--- config.mk ---
export PLATFORM = sky130hd
export DESIGN_NAME = ep_poison_rx
export DESIGN_NICKNAME = d
export VERILOG_FILES = /design/src/rtl/ep_rx_pkg.sv /design/src/rtl/ep_hdr_track.sv /design/src/rtl/ep_status_reg.sv /design/src/rtl/ep_cfg_stub.sv /design/src/rtl/ep_poison_rx.sv
export SDC_FILE = /design/constraint.sdc
export NUM_CORES = 1
export LEC_CHECK = 0
export ABC_AREA = 0
export BUFFER_PORTS_ARGS = -buffer_cell sky130_fd_sc_hd__clkbuf_2
export CORE_ASPECT_RATIO = 1.2
export CORE_MARGIN = 10
export CORE_UTILIZATION = 44
export DETAILED_ROUTE_END_ITERATION = 8
export HOLD_SLACK_MARGIN = 0.12
export PLACE_DENSITY = 0.8
export SYNTH_ARGS = -nofsm -noshare
export SYNTH_HDL_FRONTEND = slang
export SYNTH_HIERARCHICAL = 1
export SYNTH_SLANG_ARGS = --single-unit
--- constraint.sdc ---
create_clock -name clk -period 2 [get_ports clk]
set_input_delay 0.2 -clock clk [delete_from_list [all_inputs] [get_ports clk]]
set_output_delay 0.2 -clock clk [all_outputs]
set_load 0.03 [all_outputs]
--- src/rtl/ep_rx_pkg.sv ---
package ep_rx_pkg;

    localparam int HDR_W     = 32;
    localparam int EP_BIT    = 14;
    localparam int FT_HI     = 31;
    localparam int FT_LO     = 24;
    localparam int CFG_D_IDX = 3;

    localparam logic [7:0] FT_CFGRD0 = 8'h04;
    localparam logic [7:0] FT_CFGRD1 = 8'h05;
    localparam logic [7:0] FT_CFGWR0 = 8'h44;
    localparam logic [7:0] FT_CFGWR1 = 8'h45;
    localparam logic [7:0] FT_CPL    = 8'h0A;
    localparam logic [7:0] FT_CPLD   = 8'h4A;

    typedef enum logic [1:0] {
        KIND_OTHER  = 2'd0,
        KIND_CFG_RD = 2'd1,
        KIND_CFG_WR = 2'd2
    } tlp_kind_e;

    typedef struct packed {
        tlp_kind_e kind;
        logic      poisoned;
    } hdr_info_t;

    typedef struct packed {
        logic              valid;
        logic [HDR_W-1:0]  dw0;
        logic [HDR_W-1:0]  dw2;
        logic [HDR_W-1:0]  data;
    } cpl_t;

    function automatic hdr_info_t decode_hdr(input logic [HDR_W-1:0] dw0);
        hdr_info_t info;
        logic [7:0] ft;
        ft            = dw0[FT_HI:FT_LO];
        info.poisoned = dw0[EP_BIT];
        if (ft == FT_CFGRD0 || ft == FT_CFGRD1)
            info.kind = KIND_CFG_RD;
        else if (ft == FT_CFGWR0 || ft == FT_CFGWR1)
            info.kind = KIND_CFG_WR;
        else
            info.kind = KIND_OTHER;
        return info;
    endfunction

    // Completion header word: the poisoned flag field is always left at zero.
    function automatic logic [HDR_W-1:0] build_cpl_dw0(input logic with_data);
        logic [7:0] ft;
        logic [7:0] len;
        ft  = with_data ? FT_CPLD : FT_CPL;
        len = with_data ? 8'h01 : 8'h00;
        return {ft, 8'h00, 8'h00, len};
    endfunction

endpackage

--- src/rtl/ep_hdr_track.sv ---
module ep_hdr_track
    import ep_rx_pkg::*;
#(
    parameter int DATA_W = 32,
    parameter int IDX_W  = 3
) (
    input  logic              clk,
    input  logic              rst,
    input  logic              fire,
    input  logic              sop,
    input  logic [DATA_W-1:0] data,
    output logic [IDX_W-1:0]  cur_idx,
    output hdr_info_t         cur_info,
    output logic [23:0]       req_tag
);
    localparam logic [IDX_W-1:0] IDX_MAX = {IDX_W{1'b1}};

    logic [IDX_W-1:0] cnt_q;
    hdr_info_t        info_q;
    logic [23:0]      rt_q;

    assign cur_idx  = sop ? '0 : cnt_q;
    assign cur_info = sop ? decode_hdr(data[HDR_W-1:0]) : info_q;
    assign req_tag  = rt_q;

    always_ff @(posedge clk) begin
        if (rst) begin
            cnt_q  <= '0;
            info_q <= '{kind: KIND_OTHER, poisoned: 1'b0};
            rt_q   <= '0;
        end else if (fire) begin
            cnt_q <= (cur_idx == IDX_MAX) ? IDX_MAX : cur_idx + 1'b1;
            if (sop)
                info_q <= cur_info;
            if (cur_idx == IDX_W'(1))
                rt_q <= data[31:8];
        end
    end

endmodule

--- src/rtl/ep_status_reg.sv ---
module ep_status_reg (
    input  logic clk,
    input  logic rst,
    input  logic set_i,
    input  logic clr_i,
    output logic stat_o
);
    logic stat_q;

    always_ff @(posedge clk) begin
        if (rst)
            stat_q <= 1'b0;
        else if (set_i)
            stat_q <= 1'b1;
        else if (clr_i)
            stat_q <= 1'b0;
    end

    assign stat_o = stat_q;

    a_r3_sticky: assert property (@(posedge clk) disable iff (rst)
        (stat_q && !clr_i) |=> stat_q);

    a_r4_clear_takes: assert property (@(posedge clk) disable iff (rst)
        (clr_i && !set_i) |=> !stat_q);

    a_r4_set_wins: assert property (@(posedge clk) disable iff (rst)
        set_i |=> stat_q);

endmodule

--- src/rtl/ep_cfg_stub.sv ---
module ep_cfg_stub
    import ep_rx_pkg::*;
#(
    parameter int                DATA_W    = 32,
    parameter int                IDX_W     = 3,
    parameter logic [DATA_W-1:0] CFG_RESET = '0
) (
    input  logic              clk,
    input  logic              rst,
    input  logic              fire,
    input  logic              eop,
    input  logic [IDX_W-1:0]  cur_idx,
    input  hdr_info_t         cur_info,
    input  logic [DATA_W-1:0] data,
    input  logic [23:0]       req_tag,
    output logic              wr_en_o,
    output logic [DATA_W-1:0] wr_data_o,
    output logic [DATA_W-1:0] reg_o,
    output cpl_t              cpl_o
);
    logic              wr_hit;
    logic              commit;
    logic              cfg_end;
    logic              wr_en_q;
    logic [DATA_W-1:0] wr_data_q;
    logic [DATA_W-1:0] reg_q;
    cpl_t              cpl_q;

    assign wr_hit  = fire && (cur_info.kind == KIND_CFG_WR) && (cur_idx == IDX_W'(CFG_D_IDX));
    assign commit  = wr_hit && !cur_info.poisoned;
    assign cfg_end = fire && eop && (cur_info.kind != KIND_OTHER);

    always_ff @(posedge clk) begin
        if (rst) begin
            wr_en_q   <= 1'b0;
            wr_data_q <= '0;
            reg_q     <= CFG_RESET;
            cpl_q     <= '0;
        end else begin
            wr_en_q     <= commit;
            if (commit) begin
                wr_data_q <= data;
                reg_q     <= data;
            end
            cpl_q.valid <= cfg_end;
            if (cfg_end) begin
                cpl_q.dw0  <= build_cpl_dw0(cur_info.kind == KIND_CFG_RD);
                cpl_q.dw2  <= {req_tag, 8'h00};
                cpl_q.data <= (cur_info.kind == KIND_CFG_RD) ? reg_q : '0;
            end
        end
    end

    assign wr_en_o   = wr_en_q;
    assign wr_data_o = wr_data_q;
    assign reg_o     = reg_q;
    assign cpl_o     = cpl_q;

    a_r6_poison_blocks: assert property (@(posedge clk) disable iff (rst)
        (wr_hit && cur_info.poisoned) |=> !wr_en_q);

    a_r6_reg_needs_write: assert property (@(posedge clk) disable iff (rst)
        !$stable(reg_q) |-> wr_en_q);

    a_r7_cpl_after_end: assert property (@(posedge clk) disable iff (rst)
        cpl_q.valid |-> $past(fire && eop));

endmodule

--- src/rtl/ep_poison_rx.sv ---
module ep_poison_rx
    import ep_rx_pkg::*;
#(
    parameter int                DATA_W    = 32,
    parameter int                IDX_W     = 3,
    parameter logic [DATA_W-1:0] CFG_RESET = 32'h0000_0000
) (
    input  logic              clk,
    input  logic              rst,
    input  logic              in_valid,
    output logic              in_ready,
    input  logic [DATA_W-1:0] in_data,
    input  logic              in_sop,
    input  logic              in_eop,
    output logic              out_valid,
    input  logic              out_ready,
    output logic [DATA_W-1:0] out_data,
    output logic              out_sop,
    output logic              out_eop,
    input  logic              stat_wr,
    input  logic              stat_wdata,
    output logic              stat_poisoned,
    output logic              adv_err,
    output logic              cfg_wr_en,
    output logic [DATA_W-1:0] cfg_wr_data,
    output logic [DATA_W-1:0] cfg_reg,
    output logic              cpl_valid,
    output logic [DATA_W-1:0] cpl_dw0,
    output logic [DATA_W-1:0] cpl_dw2,
    output logic [DATA_W-1:0] cpl_data
);
    logic             fire;
    logic             hdr_bad;
    logic             adv_q;
    logic [IDX_W-1:0] cur_idx;
    hdr_info_t        cur_info;
    logic [23:0]      req_tag;
    cpl_t             cpl;

    // Every beat goes straight through; poisoning never stalls or drops.
    assign in_ready  = out_ready;
    assign out_valid = in_valid;
    assign out_data  = in_data;
    assign out_sop   = in_sop;
    assign out_eop   = in_eop;

    assign fire    = in_valid && out_ready;
    assign hdr_bad = fire && in_sop && cur_info.poisoned;

    ep_hdr_track #(.DATA_W(DATA_W), .IDX_W(IDX_W)) u_track (
        .clk      (clk),
        .rst      (rst),
        .fire     (fire),
        .sop      (in_sop),
        .data     (in_data),
        .cur_idx  (cur_idx),
        .cur_info (cur_info),
        .req_tag  (req_tag)
    );

    ep_status_reg u_stat (
        .clk    (clk),
        .rst    (rst),
        .set_i  (hdr_bad),
        .clr_i  (stat_wr && stat_wdata),
        .stat_o (stat_poisoned)
    );

    ep_cfg_stub #(.DATA_W(DATA_W), .IDX_W(IDX_W), .CFG_RESET(CFG_RESET)) u_cfg (
        .clk       (clk),
        .rst       (rst),
        .fire      (fire),
        .eop       (in_eop),
        .cur_idx   (cur_idx),
        .cur_info  (cur_info),
        .data      (in_data),
        .req_tag   (req_tag),
        .wr_en_o   (cfg_wr_en),
        .wr_data_o (cfg_wr_data),
        .reg_o     (cfg_reg),
        .cpl_o     (cpl)
    );

    always_ff @(posedge clk) begin
        if (rst)
            adv_q <= 1'b0;
        else
            adv_q <= hdr_bad;
    end

    assign adv_err   = adv_q;
    assign cpl_valid = cpl.valid;
    assign cpl_dw0   = cpl.dw0;
    assign cpl_dw2   = cpl.dw2;
    assign cpl_data  = cpl.data;

    a_r2_adv_from_header: assert property (@(posedge clk) disable iff (rst)
        adv_err |-> $past(in_valid && out_ready && in_sop && in_data[EP_BIT]));

    a_r3_status_with_pulse: assert property (@(posedge clk) disable iff (rst)
        adv_err |-> stat_poisoned);

    a_r1_ready_follows: assert property (@(posedge clk) disable iff (rst)
        in_ready == out_ready);

endmodule

**Yosys cells after proc, flatten, opt, wreduce, memory -nomap -nowiden**

Cells that the tools add are included.

- $add $sub $neg: 1
- Equality and inequality tests: 9
- Muxes and demuxes: 10
- Reduce and logical (&&, ||, !) cells: 16

Operators by type and width:

| operator | count |
|---|---|
| 32-bit two-way mux | 1 |
| 8-bit by 3-bit equality test with 1-bit output (second input constant) | 2 |
| 8-bit by 7-bit equality test with 1-bit output (second input constant) | 2 |
| 1-bit logical AND | 9 |
| 3-bit two-way mux | 3 |
| 7-bit two-way mux | 1 |
| 2-bit two-way mux | 2 |
| 2-bit AND reduction | 2 |
| 2-bit nonzero test | 2 |
| 3-bit by 1-bit adder with 3-bit output (second input constant) | 1 |
| 3-bit by 1-bit equality test with 1-bit output (second input constant) | 1 |
| 3-bit by 2-bit equality test with 1-bit output (second input constant) | 1 |
| 3-bit equality test (second input constant) | 1 |
| 1-bit two-way mux | 3 |
| 2-bit by 1-bit equality test with 1-bit output (second input constant) | 1 |
| 2-bit equality test (second input constant) | 1 |
| 1-bit logical OR | 2 |
| 1-bit logical NOT | 1 |

- Flip-flop bits (word level): 138
- Bits of input ports: 40
- Output and inout bits: 200
- Logic and storage cells: 48

**Longest topological paths before layout**

- Word-level depth: 9
- Mapped depth: 8
- Depth with buffers taken out: 6

**Modules after synthesis**

Netlist, hierarchy kept.

Modules (own cells, without submodules):

| module | times used | cells an instance | area an instance (sq um) | sequential area each (sq um) |
|---|---|---|---|---|
| ep_cfg_stub | 1 | 401 | 3906.2 | 1841.8 |
| ep_hdr_track | 1 | 155 | 1492.7 | 600.6 |
| ep_poison_rx | 1 | 41 | 329.1 | 20.0 |
| ep_status_reg | 1 | 4 | 38.8 | 20.0 |

**Worst setup path before layout**

No wires, ideal clock.

- Path kind: input -> register
- From: input in_data[31]
- To: register u_cfg.reg_q[0], in the netlist u_cfg/reg_o[0]
- Library setup time: 0.072 ns
- Data arrival time: 1.797 ns
- Required time: 1.928 ns
- Path slack: 0.131 ns
- Cell stages on the path: 7
- Buffers on the path: 1
- Cells stage by stage: nor4b_2 -> nand4_1 -> o21ai_0 -> nand3b_1 -> nor4_4 -> buf_6 -> mux2i_1

RTL lines:

| item | RTL line | text |
|---|---|---|
| from (decl) | ep_poison_rx.sv:12 | `input logic [DATA_W-1:0] in_data,` |
| to (signal assigned) | ep_cfg_stub.sv:43 | `reg_q <= data;` |
| to (decl) | ep_cfg_stub.sv:26 | `logic [DATA_W-1:0] reg_q;` |

==> summary.md <==
| Metric | Value |
|---|---|
| Outcome | completed |
| Die W | between 100 and 150 microns |
| Vias in the first global route | roughly 4700 |
| RR Endpoint | u_cfg/reg_o[9] |
| Area delta synth->final | 24.8% |
| Dpl hpwl | ~12 mm |
| Slowest stage cell, crit path | o21ai_0 |
| Flop-to-flop setup slack | approximately 0.24 ns |
| Worst path bufs/invs | 2 |
| Post-synthesis average cell area | about 9.6 sq um |
| Max Cap Violations | 0 |
| Routed WL | ~16 mm |
| R2r startpoint | u_track/info_q[2] |
| Post-synth EDFFs | 0 |
| ANT nets after route | 0 |
| Async set-reset flop share out of synthesis | 0 |
| DRC viols | 0 |
| Reg clk slew, reported paths | roughly 0.050 ns |
| Largest stage delay, worst path | roughly 0.34 ns |
| Final worst path period share | 0.878 |
| CTS tree | built |
| Startpoint Class | flop |
| CP Cell Sequence | inv_1, o21ai_0, nand3b_1, nor4_4, buf_12, mux2i_1 |
| Port bufs | 203 |
| Initial DRC count | 263 |
| Minimum clock period after layout | between 1.5 and 2 ns |
| Layout cells sized above 1 | 0.402 |
| Maximum vdd drop | approximately 0.48 mV |
| CP Max Fanout | 32 |
| Leading cell types in the layout, fill and taps excluded | clkbuf_2 (202), dfxtp_1 (124), nand2b_1 (66), nand2_1 (55), conb_1 (36) |
| WL/cell | between 15 and 20 microns |
| Fin util | 0.565 |
| Clock root buffer | clkbuf_16 |
| Seq/Total Area, Yosys | 0.430 |
| Die Area | ~18000 sq um |
| Num CTS Buffers | 17 |
| Number of H-tree levels | 4 |
| Initial antenna violation count | 2 |
| Min-Delay Endpoint | u_track/req_tag[7] |
| Floorplan core area | 12700 sq um |
| First-pass GRT wire length | between 20 and 30 mm |
| Min-Delay Path Class | in -> reg |
| Nets | between 800 and 900 |
| Synth Warn # | 6 |
| Post-CTS Setup Inserts | 0 |
| Initial Util | 0.453 |
| Post-synth top flop | dfxtp_1 |
| Worst-Margin Slew | between 0.5 and 0.6 ns |
| Vias per cell | 4.83 |
| Vias | ~4500 |
| Die Height | 145 microns |
| # setup viols final | 0 |
| Grt total ovfl | 0 |
| Critical path depth | 6 |
| Worst skew pair latency | 0.40 ns |
| Unique masters post-synth | 43 |
| DR pass1 iterations | 4 |
| Clk sinks | roughly 120 |
| Gr usage total | 0.174 |
| Worst hold slack | between 0.1 and 0.15 ns |
| CP Capture Type | flop |
| RSZ-0062 raised after global routing | false |
| Worst hold start | in_data[15] |
| Row cnt | 45 |
| Leakage | between 0.003 and 0.004 uW |
| Relative slew margins | 0.637 |
| Slew Viols, Final | 0 |
| PD cells | 879 nW/um^2 |
| Data arrival, critical path | between 2 and 2.5 ns |
| I/O Pins | 240 |
| Routability cong. | between 0.7 and 0.8 |
| Longest Clk Path Bufs | 2 |
| Mapped cell area | about 5800 sq um |
| Req. time, crit path | 2.32 ns |
| Worst path top cell family by delay | simple AND/OR/NAND/NOR gates |
| Syn Inst Count | roughly 600 |
| Worst R2R Path Depth | 6 |
| #FFs+latches synth | approximately 120 |
| Crit path kind | reg -> reg |
| Largest net degree at the start of global routing | 53 |
| Fin. Hold Viols | 0 |
| Max Freq | between 500 and 600 MHz |
| Hold Crit Depth | 3 |
| Clock Skew | roughly 0.0087 ns |
| Commonest non-fill, non-tap cell in the layout | clkbuf_2 |
synthesized netlist by cell type, types with 2 or more instances:
library cell / n / area (sq um)
dfxtp_1: 124 / 2480
buf_4: 113 / 848
nand2b_1: 66 / 413
nand2_1: 55 / 206
a21oi_1: 32 / 160
a22o_1: 32 / 280
mux2i_1: 32 / 320
nand3_1: 27 / 135
a21oi_2: 20 / 175
o21ai_2: 19 / 166
clkbuf_1: 12 / 45.0
buf_2: 11 / 55.1
nor2_1: 7 / 26.3
o21ai_0: 7 / 35.0
buf_6: 4 / 45.0
inv_1: 4 / 15.0
and2_1: 3 / 18.8
a311oi_1: 2 / 17.5
buf_12: 2 / 40.0
clkbuf_4: 2 / 15.0
ha_1: 2 / 25.0
nand2_2: 2 / 12.5
nand4_1: 2 / 12.5
nor2b_1: 2 / 12.5
repair_timing:
action | in CTS | in global routing
hold buffers | 24 | 0
gates resized for setup | 0 | 0
hold endpoints to repair | 39 | 0
routing by layer:
metal / wire (microns) / track usage
met5: 0 / 0
met4: 124 / 0.0508
met3: 1040 / 0.0517
met2: 8610 / 0.307
met1: 6640 / 0.198
kinds of logic (layout without fill, tap and decap cells):
kind of cell / Yosys count / count (layout) / synth area share
fa+ha+maj: 2 / 2 / 0.00434
simple gates: 174 / 174 / 0.164
mux: 33 / 33 / 0.0575
other cells: 1 / 38 / 0.000650
flops: 124 / 124 / 0.430
compound gates: 117 / 117 / 0.153
buf+inv: 150 / 288 / 0.190
flip-flops by register name, indices dropped and copies added (netlist names):
register and count:
u_track/req_tag 24, u_cfg/reg_o 32, u_cfg/cpl_o 59, u_stat/stat_o 1, u_track/info_q 3, u_track/cnt_q 3
adv_err 1, u_cfg/wr_en_o 1
power by group:
group / leakage (uW) / total [uW] / switching [uW] / internal (uW)
clock: 0.000309 / 3360 / 1110 / 2250
sequential: 0.000999 / 2490 / 5.38 / 2480
combinational: 0.00177 / 483 / 336 / 147
total: 0.00307 / 6330 / 1450 / 4870
worst min-delay path, cell delays in order:
cell and delay (ns):
clkbuf_2 0.13, nand3_1 0.08, a21oi_1 0.06
area by class of cell:
type	count	area [sq um]
clock inverter	14	216
tap	164	205
antenna	2	5.00
fill	1122	5530
sequential	124	2480
inverter	5	31.3
multi-input combinational	362	2330
timing repair buffer	251	1490
clock buffer	18	439
worst max path at each step:
stage | to | startpoint | slack, ns
after floorplan | u_cfg/reg_o[0] | in_data[31] | 0.13
after global placement | u_cfg/reg_o[3] | in_data[31] | 0.07
after detailed placement | u_cfg/reg_o[20] | in_data[31] | -0.08
after CTS | u_cfg/reg_o[9] | u_track/info_q[2] | 0.27
after global routing | u_cfg/reg_o[13] | u_track/info_q[2] | 0.09
final | u_cfg/reg_o[9] | u_track/info_q[2] | 0.24
stage by stage:
step           total power [uW]  worst slack (ns)  cells  cell area (sq um)  setup TNS (ns)
2_1_floorplan              2940             0.131    636               5900               0
3_3_place_gp               2980            0.0673    882               6290               0
3_5_place_dp               2980           -0.0775    882               6290           -1.55
4_1_cts                    6380             0.266    938               7190               0
5_1_grt                    6550            0.0851    940               7200               0
6_report                   6330             0.245    940               7200               0
Power figures use the tool's default switching activity.
